$ cat src/rtl/wdg_pkg.sv
package wdg_pkg;
  localparam int SEL_W = 3;

  typedef struct packed {
    logic [SEL_W-1:0] sel;
    logic             unlock;
    logic             run;
  } wdg_ctrl_t;

  localparam int CTRL_W = $bits(wdg_ctrl_t);

  // Timeout in ticks: the base length doubled once per select step.
  function automatic logic [31:0] wdg_limit(input int base_log2, input logic [SEL_W-1:0] sel);
    return 32'd1 << (base_log2 + int'(sel));
  endfunction
endpackage

$ cat src/rtl/wdg_ctrl.sv
module wdg_ctrl
  import wdg_pkg::*;
#(
  parameter int DATA_W     = 8,
  parameter int WIN_CYCLES = 4
) (
  input  logic              clk_i,
  input  logic              rst_ni,
  input  logic              wr_en_i,
  input  logic [DATA_W-1:0] wr_data_i,
  output logic              run_o,
  output logic              unlock_o,
  output logic [SEL_W-1:0]  sel_o,
  output logic              unlock_evt_o,
  output logic              disable_evt_o
);
  localparam int WIN_W = $clog2(WIN_CYCLES + 1);

  wdg_ctrl_t         wr_word;
  logic [WIN_W-1:0]  win_q;
  logic              run_q;
  logic [SEL_W-1:0]  sel_q;
  logic              window_open;

  assign wr_word       = wdg_ctrl_t'(wr_data_i[CTRL_W-1:0]);
  assign window_open   = (win_q != '0);
  assign unlock_evt_o  = wr_en_i & wr_word.run & wr_word.unlock;
  assign disable_evt_o = wr_en_i & ~unlock_evt_o & window_open & ~wr_word.run & run_q;

  always_ff @(posedge clk_i or negedge rst_ni) begin
    if (!rst_ni) begin
      run_q <= 1'b0;
      sel_q <= '0;
      win_q <= '0;
    end else begin
      if (wr_en_i) sel_q <= wr_word.sel;
      if (unlock_evt_o) begin
        run_q <= 1'b1;
        win_q <= WIN_W'(WIN_CYCLES);
      end else if (wr_en_i) begin
        run_q <= window_open ? wr_word.run : (run_q | wr_word.run);
        win_q <= '0;
      end else if (window_open) begin
        win_q <= win_q - 1'b1;
      end
    end
  end

  assign run_o    = run_q;
  assign unlock_o = window_open;
  assign sel_o    = sel_q;
endmodule

$ cat src/rtl/wdg_timeout.sv
module wdg_timeout
  import wdg_pkg::*;
#(
  parameter int BASE_LOG2 = 14,
  parameter int CNT_W     = BASE_LOG2 + (1 << SEL_W)
) (
  input  logic             clk_i,
  input  logic             rst_ni,
  input  logic             run_i,
  input  logic             kick_i,
  input  logic             tick_i,
  input  logic [SEL_W-1:0] sel_i,
  output logic [CNT_W-1:0] cnt_o,
  output logic             wrap_evt_o,
  output logic             pulse_o
);
  logic [CNT_W-1:0] cnt_q;
  logic [31:0]      limit;
  logic [31:0]      cnt_ext;

  assign limit      = wdg_limit(BASE_LOG2, sel_i);
  assign cnt_ext    = 32'(cnt_q);
  assign wrap_evt_o = run_i & tick_i & ~kick_i & (cnt_ext >= limit - 32'd1);

  always_ff @(posedge clk_i or negedge rst_ni) begin
    if (!rst_ni) begin
      cnt_q   <= '0;
      pulse_o <= 1'b0;
    end else begin
      pulse_o <= wrap_evt_o;
      if (!run_i || kick_i || wrap_evt_o) cnt_q <= '0;
      else if (tick_i)                    cnt_q <= cnt_q + 1'b1;
    end
  end

  assign cnt_o = cnt_q;
endmodule

$ cat src/rtl/wdg_guard.sv
module wdg_guard
  import wdg_pkg::*;
#(
  parameter int BASE_LOG2  = 14,
  parameter int DATA_W     = 8,
  parameter int WIN_CYCLES = 4
) (
  input  logic              clk_i,
  input  logic              rst_ni,
  input  logic              wr_en_i,
  input  logic [DATA_W-1:0] wr_data_i,
  output logic [DATA_W-1:0] rd_data_o,
  input  logic              kick_i,
  input  logic              tick_i,
  output logic              wdg_rst_o
);
  localparam int CNT_W = BASE_LOG2 + (1 << SEL_W);

  logic             run_w;
  logic             unlock_w;
  logic [SEL_W-1:0] sel_w;
  logic             unlock_evt_w;
  logic             disable_evt_w;
  logic [CNT_W-1:0] cnt_w;
  logic             wrap_evt_w;
  wdg_ctrl_t        rd_word;

  wdg_ctrl #(.DATA_W(DATA_W), .WIN_CYCLES(WIN_CYCLES)) i_ctrl (
    .clk_i, .rst_ni, .wr_en_i, .wr_data_i,
    .run_o(run_w), .unlock_o(unlock_w), .sel_o(sel_w),
    .unlock_evt_o(unlock_evt_w), .disable_evt_o(disable_evt_w)
  );

  wdg_timeout #(.BASE_LOG2(BASE_LOG2), .CNT_W(CNT_W)) i_timeout (
    .clk_i, .rst_ni, .run_i(run_w), .kick_i, .tick_i, .sel_i(sel_w),
    .cnt_o(cnt_w), .wrap_evt_o(wrap_evt_w), .pulse_o(wdg_rst_o)
  );

  assign rd_word   = '{sel: sel_w, unlock: unlock_w, run: run_w};
  assign rd_data_o = DATA_W'(rd_word);
endmodule

$ cat config.mk
export PLATFORM = sky130hd
export DESIGN_NAME = wdg_guard
export DESIGN_NICKNAME = d
export VERILOG_FILES = /design/src/rtl/wdg_pkg.sv /design/src/rtl/wdg_ctrl.sv /design/src/rtl/wdg_timeout.sv /design/src/rtl/wdg_guard.sv
export SDC_FILE = /design/constraint.sdc
export NUM_CORES = 1
export LEC_CHECK = 0
export BUFFER_PORTS_ARGS = -buffer_cell sky130_fd_sc_hd__buf_2
export CORE_MARGIN = 4
export CORE_UTILIZATION = 64
export CTS_CLUSTER_DIAMETER = 50
export DETAILED_ROUTE_END_ITERATION = 12
export PLACE_DENSITY_LB_ADDON = 0.1
export SKIP_LAST_GASP = 1
export SLEW_MARGIN = 20
export SYNTH_ARGS = -nofsm -noshare
export SYNTH_HDL_FRONTEND = slang
export SYNTH_SLANG_ARGS = --single-unit
export TNS_END_PERCENT = 10
$ cat constraint.sdc
create_clock -name clk_i -period 7.5 [get_ports clk_i]
set_input_delay 0.75 -clock clk_i [delete_from_list [all_inputs] [get_ports clk_i]]
set_output_delay 0.75 -clock clk_i [all_outputs]
set_load 0.02 [all_outputs]
==> results.tsv, run 1 <==
metric	value	unit
route.detailed.drc	0	
fin_crit_sh	0.4962	
die_w	68.47	µm
post-place-ws	3.759	ns
htreeDepth	2	
maxCapViolations	0	
use_met2	0.3850	
rsz0062_at_grt	false	
setup_viol	0	
hp-class	in -> async	
grtUsageTotal	0.2324	
p_leak	1.068	nW
end_kind	register	
wl_per_cell	14.53	µm
total_power	449.0	µW
io_pins	22	
grt_max_degree	31	
cts_tree	yes	
gp_congestion	0.7815	
clk_path_buf_depth	2	
power_density	178.9	mW/mm²
routed_via_density	5.668	
clkTransAtPathRegs	0.06	ns
finalHoldViolCount	0	
ctsHoldBuffers	0	
yosysWarningCount	0	
grt_pass1_wl	8.059	mm
slew-limit-headroom	0.3327	
synth_compound_area_frac	0.1572	
syn_avg_cell_area	9.322	µm²
synth-main-ff-cell	dfrtp_1	
numCtsBuffers	5	
start_util	0.6798	
antenna_found_initial	0	
n_fill_cell	294	
critical-path-max-stage-delay	0.54	ns
async_reset_ff_frac	1.000	
gr-total-overflow	0	
cts_resized	0	
portBuffers	15	
postCtsSetupBuffers	0	
grt_util_met3	0.05419	
synth_top_family_by_area	simple AND/OR/NAND/NOR gates	
crit_arrival	3.85	ns
grt_pass1_vias	1757	
num_antenna_cells	0	
min_period	3.721	ns
timing.final.ws_setup	3.779	ns
routed_wl	4.547	mm
stdcell_area	0.002510	mm²
dieArea	0.004687	mm²
synth_edf_count	0	
synthAdderAreaFrac	0.1444	
drtIter0Drc	140	
slowest_stage	dfrtp_1	
cp-start-kind	register	
root_buffer	clkbuf_8	
grt_util_met1	0.2994	
outcome	finished clean	
dieHeight	68.47	µm
clock-sinks	30	
clock_skew	0.009116	ns
syn_to_final_growth	7.273	%
rows	21	
synth_area	0.002340	mm²
worstPathMaxFanout	11	
vdd_drop_max	0.0001858	V
drv_slew	0	
synthCells	251	
tightest_slew	1.001	ns
clk_latency	0.29	ns
finalSetupTns	0	ns
vias	1774	
synth_cell_types	40	
ys_ff_latch	30	
drt_first_pass_iters	4	
dp_hpwl	3.381	mm
ant_nets	0	
post_dp_cell_area	0.002416	mm²
crit_chain	inv_1 > ha_1 > inv_1 > nor3_1 > xnor2_1 > nand2b_1 > ha_1 > nand2_1 > nor4_1 > o311ai_1 > nand4b_1 > buf_4 > a211oi_2	
synth-simple-area-share	0.2235	
whs	0.4932	ns
ys_seq_area_frac	0.3209	
critPathKind	reg -> reg	
grt_busiest_layer	met2	
layout-drive-gt1-share	0.1798	
cp.required	7.63	ns
fin_nets	306	
core-area	0.003442	mm²
fmax	268.7	MHz
synthXorXnorAreaFrac	0.08984	
muxShareOfSynthArea	0	
## placed cells by master, fill, tap and decap left out, drive strengths merged, types with 8 or more instances in the layout
cell type	n
dfrtp	30
ha	27
nand2	22
a211oi	21
xnor2	19
nor2	18
buf	16
inv	15
a21oi	12
nor3	12
o21ai	9
conb	8
nand4	8
## state kept, by name, summed over array words and instances, names as in the netlist
name and count:
i_ctrl.sel_o 3, i_ctrl.win_q 3, i_timeout.cnt_o 22, i_ctrl.run_o 1
i_timeout.pulse_o 1
## layout make-up
| type | instances | area, µm² | share of cell area |
|---|---|---|---|
| Clock buffer | 7 | 86.33 | 0.03440 |
| Clock inverter | 1 | 5.005 | 0.001994 |
| Inverter | 15 | 56.30 | 0.02243 |
| Multi-Input combinational cell | 198 | 1471 | 0.5862 |
| Sequential cell | 30 | 750.7 | 0.2991 |
| Tap cell | 46 | 57.56 | 0.02293 |
| Timing Repair Buffer | 16 | 82.58 | 0.03290 |
## path summary, 6_finish.rpt
check                                startpoint                  end  slack [ns]  cells past startpoint
worst max-delay path            i_ctrl.sel_o[1]  i_timeout.cnt_o[16]        3.78                     13
worst max register to register  i_ctrl.sel_o[1]  i_timeout.cnt_o[16]        3.78                     13
min in group clk_i              i_ctrl.win_q[1]      i_ctrl.win_q[1]        0.51                      2
max in group asynchronous                rst_ni      i_ctrl.sel_o[2]        6.56                      1
worst min-delay path                     rst_ni  i_timeout.cnt_o[21]        0.49                      1
worst min register to register  i_ctrl.win_q[1]      i_ctrl.win_q[1]        0.51                      2
## stage by stage
stage	utilization	instances
final	0.7292	313
after global routing	0.7292	313
after CTS	0.7285	313
after detailed placement	0.7019	305
after global placement	0.7019	305
after floorplan	-	258
## routing by layer
layer,share of wire,routed length [µm],up-vias
li1,-,-,906
met5,0,0,-
met4,0.0088,40,0
met3,0.036,163,4
met2,0.48,2197,27
met1,0.47,2145,837
## cell families after synthesis
kind of cell,count (synthesis)
buffers and inverters,30
adder cells (fa/ha/maj),27
other,1
XOR/XNOR,24
flip-flops,30
AO/OA/AOI/OAI,49
AND/OR/NAND/NOR,90
## power breakdown
part | internal, mW | switching, mW
combinational | 0.0450 | 0.0825
sequential | 0.174 | 0.0137
clock | 0.0739 | 0.0600
## cell usage after synthesis (all sizes together) (2+ instances only)
library cell / instances / share of area
a211oi: 21 / 0.089
xnor2: 19 / 0.071
nor4: 5 / 0.019
xor2: 5 / 0.019
or3: 3 / 0.0080
ha: 27 / 0.14
nor3b: 2 / 0.011
inv: 15 / 0.024
a21boi: 2 / 0.0064
nand2: 22 / 0.035
nor2: 18 / 0.029
nand4: 8 / 0.027
and2: 2 / 0.0053
clkbuf: 3 / 0.0048
nor3: 12 / 0.041
o21ai: 9 / 0.019
buf: 12 / 0.034
nand2b: 3 / 0.0080
a21oi: 12 / 0.026
nand3: 7 / 0.015
dfrtp: 30 / 0.32
and4: 2 / 0.0075
nor2b: 2 / 0.0053
## critical path: cells and delay by family, from the launching register on
family                   cells  cell delay [ns]
AND/OR/NAND/NOR              5             1.26
adder cells (fa/ha/maj)      2             0.73
buffers and inverters        3             0.56
flip-flops                   1             0.54
AO/OA/AOI/OAI                2             0.34
XOR/XNOR                     1             0.15
Power figures use the tool's default switching activity.
==> run 2: changes to the inputs <==
- ABC_AREA: unset -> 1
- CORE_UTILIZATION: 64 -> 59
- clock period: 7.5 -> 3.8 ns (I/O delays scaled with it)
==> run 2 against run 1 <==
Net effect:
- critical path depth rose by 1
- clock skew is 0.0044 ns lower
- utilization down 6.6 points
- largest power group unchanged
- synthesized area decreased by 4.3%
- clock power up 100%
- non-clock buffer count decreased by 1
==> results.tsv, run 2 <==
metric	value	unit
synth_top_area_share	0.3352	
cp.required	3.95	ns
swShare	0.3364	
clkTransAtPathRegs	0.07	ns
portBuffers	15	
synth_cell_types	30	
timing.rr.start	i_ctrl.sel_o[1]	
total_power	853.7	µW
cp-start-kind	register	
clock-sinks	30	
num_antenna_cells	0	
route.detailed.drc	0	
ctsHoldBuffers	0	
internal_power	566.6	µW
dieArea	0.004846	mm²
htreeDepth	2	
dieHeight	69.61	µm
cts_tree	yes	
synth_edf_count	0	
synth-main-ff-cell	dfrtp_1	
critical-path-max-stage-delay	0.45	ns
drv_slew	0	
layoutNonFillerInstCount	353	
finalHoldViolCount	0	
ys_ff_latch	30	
numCtsBuffers	5	
final_common_cell	nand2_1	
fmax	357.3	MHz
syn_to_final_growth	8.436	%
ys_top_cells_by_count	nand2_1 (59), inv_1 (38), nor2_1 (31), dfrtp_1 (30), ha_1 (27)	
end_kind	register	
finalSetupTns	0	ns
regArea	750.7	µm²
p_seq_frac	0.428	
clk_latency	0.28	ns
worstPathMaxFanout	20	
vias	1784	
r2r_end	i_timeout.cnt_o[16]	
vdd_drop_max	0.0003935	V
n_fill_cell	324	
crit_arrival	2.95	ns
crit_chain	inv_2 > ha_1 > inv_1 > nand2_1 > inv_1 > a21oi_1 > ha_1 > nand4_1 > nor4_1 > nand2_1 > nand3_1 > nand2_1 > nand2_2 > nor2_1	
synthCells	283	
wl_per_cell	11.82	µm
io_pins	22	
dp.cells	345	
fin_nets	344	
critPathMostFrequentCell	nand2_1	
drtIter0Drc	81	
ant_nets	0	
routed_via_density	5.054	
start_util	0.6118	
critPathKind	reg -> reg	
final_cell_mix	nand2_1 (59), inv_1 (38), nor2_1 (31)	
gp_congestion	0.8176	
r2r_setup_slack	1.00	ns
antenna_found_initial	0	
rows	22	
r2r_cells	14	
root_buffer	clkbuf_8	
slowest_stage	dfrtp_1	
tightest_slew	0.6832	ns
power_frac_clock	0.315	
slew-limit-headroom	0.5445	
cts_resized	0	
clk_path_buf_depth	2	
rsz0062_at_grt	false	
die_w	69.61	µm
outcome	finished clean	
min_period	2.799	ns
grt_max_degree	31	
synth_area_leaders	dfrtp_1 (34%), ha_1 (15%), nand2_1 (9.9%)	
hp-class	in -> async	
p_leak	1.274	nW
synth_area	0.002240	mm²
dp_hpwl	3.134	mm
yosysMostFrequentCell	nand2_1	
ys_seq_area_frac	0.3352	
largest_reg_flops	22	
grt_pass1_vias	1643	
clock_skew	0.004726	ns
power_density	351.5	mW/mm²
async_reset_ff_frac	1.000	
startpoint	i_ctrl.sel_o[1]	
switching_power	287.1	µW
multi_input_area	0.001301	mm²
setup_viol	0	
maxCapViolations	0	
layout-drive-gt1-share	0.1213	
routed_wl	4.171	mm
yosysWarningCount	0	
drt_first_pass_iters	4	
syn_avg_cell_area	7.914	µm²
postCtsSetupBuffers	0	
synth_area_leader_cell	dfrtp_1	
gr-total-overflow	0	
grtUsageTotal	0.1903	
p_comb_frac	0.257	
grt_pass1_wl	7.383	mm
fin_crit_sh	0.7365	
core-area	0.003661	mm²
==> run 2: logic make-up after synthesis <==
family / Yosys count / synth area share
xor gates and xnor gates: 17 / 0.06648
and+or+nand+nor: 134 / 0.2860
adders and majority gates: 27 / 0.1508
other: 1 / 0.001674
AOI/OAI and AO/OA: 26 / 0.06425
buffers and inverters: 48 / 0.09553
DFF: 30 / 0.3352
==> run 2: cell type report <==
class | count | area share
multi-input combinational | 212 | 0.5358
sequential | 30 | 0.3091
inverter | 40 | 0.06182
clock buffer | 7 | 0.03555
timing repair buffer | 15 | 0.03091
tap | 48 | 0.02473
clock inverter | 1 | 0.002061
==> run 2: critical path, delay by kind of cell, from the launching register on <==
kind,cells,cell delay [ns]
buffers and inverters,3,0.29
and+or+nand+nor,8,1.21
adders and majority gates,2,0.64
DFF,1,0.45
AOI/OAI and AO/OA,1,0.07
==> run 2: layer usage <==
metal | track usage | share of wire | up-vias
met5 | 0 | 0 | -
met4 | 0.07234 | 0.011 | 0
met3 | 0.04058 | 0.056 | 6
met2 | 0.2998 | 0.44 | 34
met1 | 0.2566 | 0.49 | 800
li1 | - | - | 944
==> run 2: power groups by stage <==
stage          registers, mW  logic, mW  clock network [mW]
6_report               0.365      0.219               0.269
5_1_grt                0.370      0.255               0.293
4_1_cts                0.365      0.222               0.275
3_5_place_dp           0.371      0.221                   0
3_3_place_gp           0.371      0.214                   0
2_1_floorplan          0.371      0.186                   0
==> run 2: worst max-delay path by stage <==
stage	to	slack, ns	cells after the start
4_1_cts	i_timeout.cnt_o[16]	0.98	14
5_1_grt	i_timeout.cnt_o[17]	0.68	14
2_1_floorplan	i_timeout.cnt_o[16]	1.29	15
3_5_place_dp	i_timeout.cnt_o[16]	1.01	14
3_3_place_gp	i_timeout.cnt_o[16]	1.00	14
6_report	i_timeout.cnt_o[16]	1.00	14
==> run 2: through the flow <==
| stage | hold slack [ns] | instance area [µm²] | utilization | setup WS [ns] |
|---|---|---|---|---|
| finish | 0.1230 | 2429 | 0.6634 | 1.001 |
| global route | 0.1877 | 2429 | 0.6634 | 0.6759 |
| CTS | 0.1643 | 2429 | 0.6634 | 0.9816 |
| detailed placement | 0.4683 | 2337 | 0.6384 | 1.015 |
| global placement | 0.4609 | 2337 | 0.6384 | 1.000 |
| floorplan | 0.08441 | 2266 | - | 1.293 |
